$ cat src/rtl/reg_wp_gate.sv
module reg_wp_gate #(
  parameter int ADDR_W = 8,
  parameter int DATA_W = 32,
  parameter logic [ADDR_W-1:0] KEY0_ADDR = 8'h6C,
  parameter logic [ADDR_W-1:0] KEY1_ADDR = 8'h70,
  parameter logic [DATA_W-1:0] KEY0_WORD = 32'h83E7_0B13,
  parameter logic [DATA_W-1:0] KEY1_WORD = 32'h95A4_F1E0,
  parameter logic [ADDR_W-1:0] PROT_LAST = 8'h98
) (
  input  logic              clk,
  input  logic              rst_n,
  input  logic              bus_valid,
  input  logic              bus_write,
  input  logic [ADDR_W-1:0] bus_addr,
  input  logic [DATA_W-1:0] bus_wdata,
  input  logic [DATA_W-1:0] rf_rdata,
  output logic [DATA_W-1:0] bus_rdata,
  output logic              rf_we,
  output logic              locked,
  output logic              viol
);

  logic [DATA_W-1:0] key0_q, key1_q;
  logic              viol_q;

  wire wr      = bus_valid & bus_write;
  wire hit_k0  = bus_addr == KEY0_ADDR;
  wire hit_k1  = bus_addr == KEY1_ADDR;
  wire hit_key = hit_k0 | hit_k1;
  wire prot    = (bus_addr <= PROT_LAST) & ~hit_key;

  assign locked    = ~((key0_q == KEY0_WORD) & (key1_q == KEY1_WORD));
  assign rf_we     = wr & ~hit_key & (~prot | ~locked);
  assign bus_rdata = hit_key ? '0 : rf_rdata;
  assign viol      = viol_q;

  always_ff @(posedge clk) begin
    if (!rst_n) begin
      key0_q <= '0;
      key1_q <= '0;
      viol_q <= 1'b0;
    end else begin
      if (wr & hit_k0) key0_q <= bus_wdata;
      if (wr & hit_k1) key1_q <= bus_wdata;
      viol_q <= wr & prot & locked;
    end
  end

  AST_RESET_LOCKED: assert property (@(posedge clk) !rst_n |=> locked && !viol);
  AST_RELOCK_K0: assert property (@(posedge clk) disable iff (!rst_n)
    wr && hit_k0 && bus_wdata != KEY0_WORD |=> locked);
  AST_RELOCK_K1: assert property (@(posedge clk) disable iff (!rst_n)
    wr && hit_k1 && bus_wdata != KEY1_WORD |=> locked);
  AST_DROP_PULSE: assert property (@(posedge clk) disable iff (!rst_n)
    wr && prot && locked |-> !rf_we ##1 viol);
  AST_KEY_NO_STROBE: assert property (@(posedge clk) disable iff (!rst_n)
    wr && hit_key |-> !rf_we ##1 !viol);
  AST_READ_NO_STROBE: assert property (@(posedge clk) disable iff (!rst_n)
    !bus_write |-> !rf_we);
  AST_KEY_READ_ZERO: assert property (@(posedge clk) disable iff (!rst_n)
    bus_valid && !bus_write && hit_key |-> bus_rdata == '0);

endmodule

$ cat config.mk
export PLATFORM = sky130hd
export DESIGN_NAME = reg_wp_gate
export DESIGN_NICKNAME = d
export VERILOG_FILES = /design/src/rtl/reg_wp_gate.sv
export SDC_FILE = /design/constraint.sdc
export NUM_CORES = 1
export LEC_CHECK = 0
export BUFFER_PORTS_ARGS = -buffer_cell sky130_fd_sc_hd__buf_2
export CORE_ASPECT_RATIO = 0.75
export CORE_MARGIN = 8
export CORE_UTILIZATION = 40
export DETAILED_ROUTE_END_ITERATION = 16
export PLACE_DENSITY = 0.71
export SYNTH_ARGS = -nofsm -noshare
export SYNTH_HDL_FRONTEND = slang
export SYNTH_SLANG_ARGS = --single-unit
$ cat constraint.sdc
create_clock -name clk -period 2.05 [get_ports clk]
set_input_delay 0 -clock clk [delete_from_list [all_inputs] [get_ports clk]]
set_output_delay 0 -clock clk [all_outputs]
set_load 0.005 [all_outputs]
# --- After elaboration in Yosys (flattened, before gate mapping) ---
# Index checks and enable logic that the tools add are counted.
op_classes:
  n_lt_le_gt_ge: 1
  eq_ne: 4
  n_mux: 1
  n_bitwise: 14
op_table:
  columns: ["cell", "n"]
  rows:
  - ["32-bit equality test (second input constant)", 2]
  - ["32-bit two-way mux", 1]
  - ["8-bit by 7-bit equality test with 1-bit output (second input constant)", 2]
  - ["1-bit bitwise AND", 9]
  - ["8-bit less-or-equal comparator (second input constant)", 1]
  - ["1-bit inverter", 3]
  - ["1-bit bitwise OR", 2]
word_totals:
  register_bits: 65
  in_bits: 76
  out_inout_bits: 35
  elab_cells: 23

# --- Logic depth before layout (Yosys ltp) ---
# Gate-level depths: netlist (run 1).
logic_depth:
  ltp_word: 7
  mapped_depth: 5
  mapped_depth_nobuf: 4

# --- Worst setup path before layout (run 1) ---
# No wires, ideal clock.
synth_timing:
  kind: "reg-to-reg"
  from: "reg key1_q[29]"
  to: "reg viol_q (netlist: viol)"
  setup_ns: 0.117
  t_arrival_ns: 1.385
  required_ns: 1.933
  slack_ns: 0.548
  path_stages_with_launch: 5
  n_path_buf: 0
  period_less_slack_ns: 1.502
  cell_sequence: "dfxtp_1 nor4b_2 nand4_1 or4_4 and4b_1"
synth_between:
  elab_chain_len: 4
synth_lines:
  columns: ["item", "line_no", "rtl"]
  rows:
  - ["start: declaration", "23", "logic [DATA_W-1:0] key0_q, key1_q;"]
  - ["start signal: assignment", "44", "if (wr & hit_k1) key1_q <= bus_wdata;"]
  - ["32-bit equality test", "32", "assign locked = ~((key0_q == KEY0_WORD) & (key1_q == KEY1_WORD));"]
  - ["1-bit bitwise AND", "32", null]
  - ["1-bit inverter", "32", null]
  - ["via locked", "19", "output logic locked,"]
  - ["1-bit bitwise AND", "45", "viol_q <= wr & prot & locked;"]
  - ["end signal: assignment", "45", null]
  - ["end: declaration", "24", "logic viol_q;"]
# The timed path passes the listed nets, and every way through them passes these cells.
# A chain may end at the register's enable or synchronous reset.

# --- Worst setup path in the final report (run 1) ---
layout_timing:
  from: "reg key0_q[27]"
  to: "out rf_we"
layout_between:
  elab_chain_len: 4
layout_lines:
  columns: ["item", "line_no", "rtl"]
  rows:
  - ["start: declaration", "23", null]
  - ["start signal: assignment", "43", "if (wr & hit_k0) key0_q <= bus_wdata;"]
  - ["32-bit equality test", "32", null]
  - ["1-bit bitwise AND", "32", null]
  - ["1-bit bitwise OR", "33", "assign rf_we = wr & ~hit_key & (~prot | ~locked);"]
  - ["1-bit bitwise AND", "33", null]
  - ["end: declaration", "18", "output logic rf_we,"]
# Every way passes these cells.

==> results of run 1 <==
## per-layer routing
layer | vias to the layer above | routed length (um) | track usage
li1 | 1232 | - | -
met1 | 1092 | 3520 | 0.171
met2 | 88 | 3520 | 0.244
met3 | 7 | 784 | 0.0775
met4 | 0 | 64 | 0.0393
met5 | - | 0 | 0
## worst reg2reg max path, cell delays in order (launching register included)
cell and delay [ns]:
dfxtp_1 0.31, and4bb_2 0.31, nand4_1 0.12, or4_4 0.59
and4b_1 0.20
## through the flow
step / cells / util / area, um^2 / hold WS (ns)
floorplan: 275 / - / 2950 / 0.110
global placement: 475 / 0.500 / 3620 / 0.269
detailed placement: 475 / 0.500 / 3620 / 0.269
CTS: 522 / 0.573 / 4150 / 0.0444
global route: 522 / 0.574 / 4150 / 0.0511
finish: 522 / 0.574 / 4150 / 0.0680
## cell type report
cell class	count	area, um^2	share of cell area
Tap cell	101	126	0.0304
Timing Repair Buffer	147	933	0.225
Clock buffer	12	155	0.0374
Clock inverter	3	40.0	0.00964
Sequential cell	65	1300	0.314
Multi-Input combinational cell	194	1600	0.384
## path summary, 6_finish.rpt
path | depth (start not counted) | slack [ns] | end
max | 5 | 0.1 | rf_we
min | 3 | 0.07 | viol
max reg2reg | 4 | 0.41 | viol
min reg2reg | 2 | 0.51 | key0_q[28]
## layout by cell type, fill, tap and decap left out, drive strengths merged
master         n
dlygate4sd3   32
nand2          2
o31ai          1
and4b          5
mux2i         64
buf          115
nor4b          7
nor2b         64
and3b          1
or4            1
o211ai         1
clkinv         2
and4bb         3
dfxtp         65
clkbuf        12
bufinv         1
nor4bb         3
o311a          1
a31oi          1
and2          33
nand4          6
nor3b          1
## registers in the layout, indices dropped and copies added, names as in the netlist
| signal | cells |
|---|---|
| key1_q | 32 |
| viol | 1 |
| key0_q | 32 |
## repair_timing
action,4_1_cts,5_1_grt
hold endpoints to repair,64,0
hold buffers,32,0
gates resized for setup,2,2
buffers inserted,0,0
setup endpoints to repair,1,1
pin swaps,0,3
## synthesized netlist by cell type, types with 2 or more instances
| master | number |
|---|---|
| mux2i_1 | 64 |
| nand4_2 | 2 |
| nor2b_1 | 64 |
| dfxtp_1 | 65 |
| nor4b_2 | 2 |
| and2_1 | 32 |
| and4bb_2 | 3 |
| clkbuf_1 | 9 |
| and4b_2 | 4 |
| nand2_1 | 2 |
| nor4bb_1 | 3 |
| nand4_1 | 4 |
| buf_2 | 6 |
| nor4b_1 | 4 |
## cells by family after synthesis
kind of cell	synth area share
multiplexers	0.217
AO/OA/AOI/OAI	0.0106
buffers and inverters	0.0246
flip-flops	0.441
AND/OR/NAND/NOR	0.307
## power by group through the flow
stage               clock network [mW]  logic (mW)  registers (mW)
floorplan                            0      0.0740            1.29
global placement                     0       0.204            1.29
detailed placement                   0       0.206            1.29
CTS                               1.12       0.253            1.26
global route                      1.19       0.273            1.26
finish                            1.08       0.251            1.26
==> out/results.txt, run 1 <==
run status -> finished clean
total CTS buffers -> 9
Vias/cell -> 4.63
Switch Pwr -> 0.558 mW
Yosys reg bits -> 65
via count -> 2419
Worst VDD drop -> 0.433 mV
all-layer global routing usage -> 0.151
Starting Density -> 0.408
synth top area cells -> dfxtp_1 44%, mux2i_1 22%, nor2b_1 14%
Hold Path Class -> in -> reg
Synthesis Warnings -> 0
Post-Syn Nets -> 351
CP required -> 2.05 ns
clock power share -> 0.416
Worst Path Buf+Inv -> 1
CTS tree -> done
RSZ-0062 raised after global routing -> yes
Synth top area share -> 0.441
share of cells above drive strength 1 -> 0.349
Final Max Slew Viols -> 0
# DRC -> 0
maximum clock rate -> 512 MHz
Post-Syn Area -> 2950 um^2
first-pass GRT wire length -> 12.3 mm
DRT antenna net count -> 0
Final setup viols -> 0
GPL Wtd Cong -> 0.840
critical-path maximum fanout -> 3
initial antenna violation count -> 0
cell taking the most area after synthesis -> dfxtp_1
Cell Chain, Critical Path -> and4bb_2, nand4_1, or4_4, a31oi_1, buf_2
total grt overflow -> 0
Slew headroom -> 0.521
Int Pwr -> 2.04 mW
area added between synthesis and finish -> 40.8%
area of the core -> 7230 um^2
Slew @ Worst Pin -> 0.718 ns
CP max stage delay -> 0.59 ns
drt pass-1 iters -> 4
Clock Sinks -> 65
clk slew on worst S/H paths -> 0.07 ns
delay-heaviest family, CP -> simple AND/OR/NAND/NOR gates
cell leakage power -> 2.12 nW
syn_area_per_cell -> 10.7 um^2
DR WL/cell -> 15.1 um
post-route setup slack -> 0.0957 ns
number of synthesized flops with an enable pin -> 0
Final Cycle Share -> 0.953
CP max-delay cell -> or4_4
Die ar. -> 10400 um^2
Antenna diodes -> 0
PortBufs -> 110
Top FF cell, synth -> dfxtp_1
Worst Setup End Kind -> primary output
crit path time final -> 1.95 ns
Unique masters post-synth -> 25
DIE HEIGHT -> 90.4 um
critical path type -> reg -> out
CTS Buffer Depth -> 2
H-tree levels -> 3
R2R Path Start -> key0_q[27]
Final Power -> 2.60 mW
Setup WS pre-CTS -> 0.351 ns
Die Width -> 115 um
Seq pwr share -> 0.487
Iter 0 DRT Violations -> 71
hold wc startpoint -> bus_addr[6]
Final #Nets -> 493
crit path from -> key0_q[27]
logic gate share of total power -> 0.097
Setup crit start kind -> register
sw frac -> 0.215
largest net degree at the start of global routing -> 52
worst-skew pair later-pin latency -> 0.34 ns
HPWL Detailed -> 5.90 mm
row count -> 27
Synth Instances -> 275
Power Density -> 625 nW/um^2
vias in the first global route -> 2400
Root Driver -> clkbuf_8
drt total wl -> 7.89 mm
sequential area share after synthesis -> 0.441
Setup TNS -> 0 ns
Async SR Flop Fraction -> 0
Final Hold Fails -> 0
max_cap viols -> 0
Final Skew -> 0.0115 ns
IO Pins -> 111
WP data arrival -> 1.95 ns
fill count -> 641
Power figures use the tool's default switching activity.
==> run 2, diff against run 1 <==
CORE_MARGIN = 2   (was 8)
SKIP_LAST_GASP = 1   (was unset)
==> run 2 against run 1 <==
Sequential power hardly changed. Fmax hardly changed. Clock power is 32% higher. Flip-flop and latch count stayed put. First-iteration DRC count is 39% higher. Combinational power hardly changed. Count of clock-buffer cells in the layout is 3 lower. Largest cell class unchanged.
==> out/results.txt, run 2 (same netlist as run 1, synthesis figures left out) <==
run status -> finished clean
Clock Sinks -> 65
H-tree levels -> 3
worst hold slack -> 0.0822 ns
Die Width -> 103 um
DIE HEIGHT -> 78.4 um
all-layer global routing usage -> 0.176
max_cap viols -> 0
RSZ-0062 raised after global routing -> yes
Die ar. -> 8090 um^2
# DRC -> 0
Iter 0 DRT Violations -> 99
DR WL/cell -> 13.8 um
HPWL Detailed -> 5.27 mm
critical path type -> reg -> out
CP required -> 2.05 ns
Cell Chain, Critical Path -> nor4b_2, nand4_1, or4_4, a31oi_4, buf_2
largest net degree at the start of global routing -> 46
Antenna diodes -> 0
PortBufs -> 110
CP max stage delay -> 0.57 ns
Final #Nets -> 493
Final Hold Fails -> 0
Final Power -> 2.95 mW
Final Max Slew Viols -> 0
CTS tree -> done
drt pass-1 iters -> 4
crit path time final -> 1.96 ns
vias in the first global route -> 2265
commonest non-fill, non-tap cell in the layout -> buf_2
row count -> 27
Hold Path Class -> in -> reg
clk slew on worst S/H paths -> 0.08 ns
critical-path maximum fanout -> 2
worst-skew pair later-pin latency -> 0.33 ns
cell leakage power -> 2.16 nW
Power Density -> 689 nW/um^2
Vias/cell -> 4.60
Worst Path Buf+Inv -> 1
Final setup viols -> 0
WP data arrival -> 1.96 ns
Final Cycle Share -> 0.954
area added between synthesis and finish -> 45.0%
total grt overflow -> 0
drt total wl -> 7.21 mm
GPL Wtd Cong -> 0.745
area of the core -> 7230 um^2
Starting Density -> 0.408
CP max-delay cell -> or4_4
Slew @ Worst Pin -> 0.523 ns
post-route setup slack -> 0.0939 ns
Setup crit start kind -> register
Worst VDD drop -> 0.426 mV
share of cells above drive strength 1 -> 0.367
Setup WS pre-CTS -> 0.320 ns
most frequent cells in the layout -> 110 x buf_2, 64 x mux2i_1, 64 x nor2b_1
initial antenna violation count -> 0
via count -> 2405
DRT antenna net count -> 0
CTS Buffer Depth -> 2
final non-filler cell area -> 4280 um^2
IO Pins -> 111
Slew headroom -> 0.648
delay-heaviest family, CP -> simple AND/OR/NAND/NOR gates
Final Skew -> 0.00756 ns
first-pass GRT wire length -> 10.9 mm
Root Driver -> clkbuf_8
Worst Setup End Kind -> primary output
Placement Cell Area -> 3610 um^2
maximum clock rate -> 511 MHz
total CTS buffers -> 9
[run 2: cell count changes in the layout (fill, tap and decap cells not counted), sizes merged]
cell | before | now
bufinv | 1 | 4
clkbuf | 12 | 9
clkinv | 2 | 1
clkinvlp | 0 | 1
inv | 0 | 1
[run 2: final cells by class]
class                      count  area (um^2)
timing repair buffer         147          933
fill                         643         2950
clock inverter                 7          141
clock buffer                   9          124
tap                          101          126
multi-input combinational    194         1650
sequential                    65         1310
[run 2: worst paths after layout]
kind / slack, ns / startpoint / end / depth (start not counted)
max: 0.09 / key1_q[2] / rf_we / 5
min: 0.08 / rst_n / key1_q[4] / 2
min reg2reg: 0.52 / key1_q[23] / key1_q[23] / 2
max reg2reg: 0.29 / key1_q[2] / viol / 5
[run 2: timing repair]
| item | CTS | global route |
|---|---|---|
| resized for setup | 1 | 12 |
| endpoints found under the hold margin | 64 | 0 |
| gates cloned | 0 | 0 |
| setup endpoints to repair | 1 | 2 |
| hold buffers | 32 | 0 |
| buffers inserted | 1 | 0 |
| pin swaps | 3 | 5 |
[run 2: power breakdown]
part           internal, mW  switching, mW  total [mW]
Sequential             1.26       0.000578        1.26
Combinational         0.157         0.0933       0.250
Clock                 0.933          0.499        1.43
Total                  2.35          0.593        2.95
[run 2: per-layer routing]
layer / track usage / vias to the layer above / wire length [um]
met1: 0.203 / 1089 / 3250
met2: 0.313 / 78 / 3450
met3: 0.0525 / 5 / 471
met4: 0.0474 / 0 / 43
met5: 0 / - / 0
li1: - / 1233 / -
[run 2: per-stage QoR]
stage               utilization  TNS [ns]  instances
floorplan                     -         0        275
global placement          0.499         0        474
detailed placement        0.499         0        474
CTS                       0.582         0        523
global route              0.592  -0.00640        523
finish                    0.592         0        523
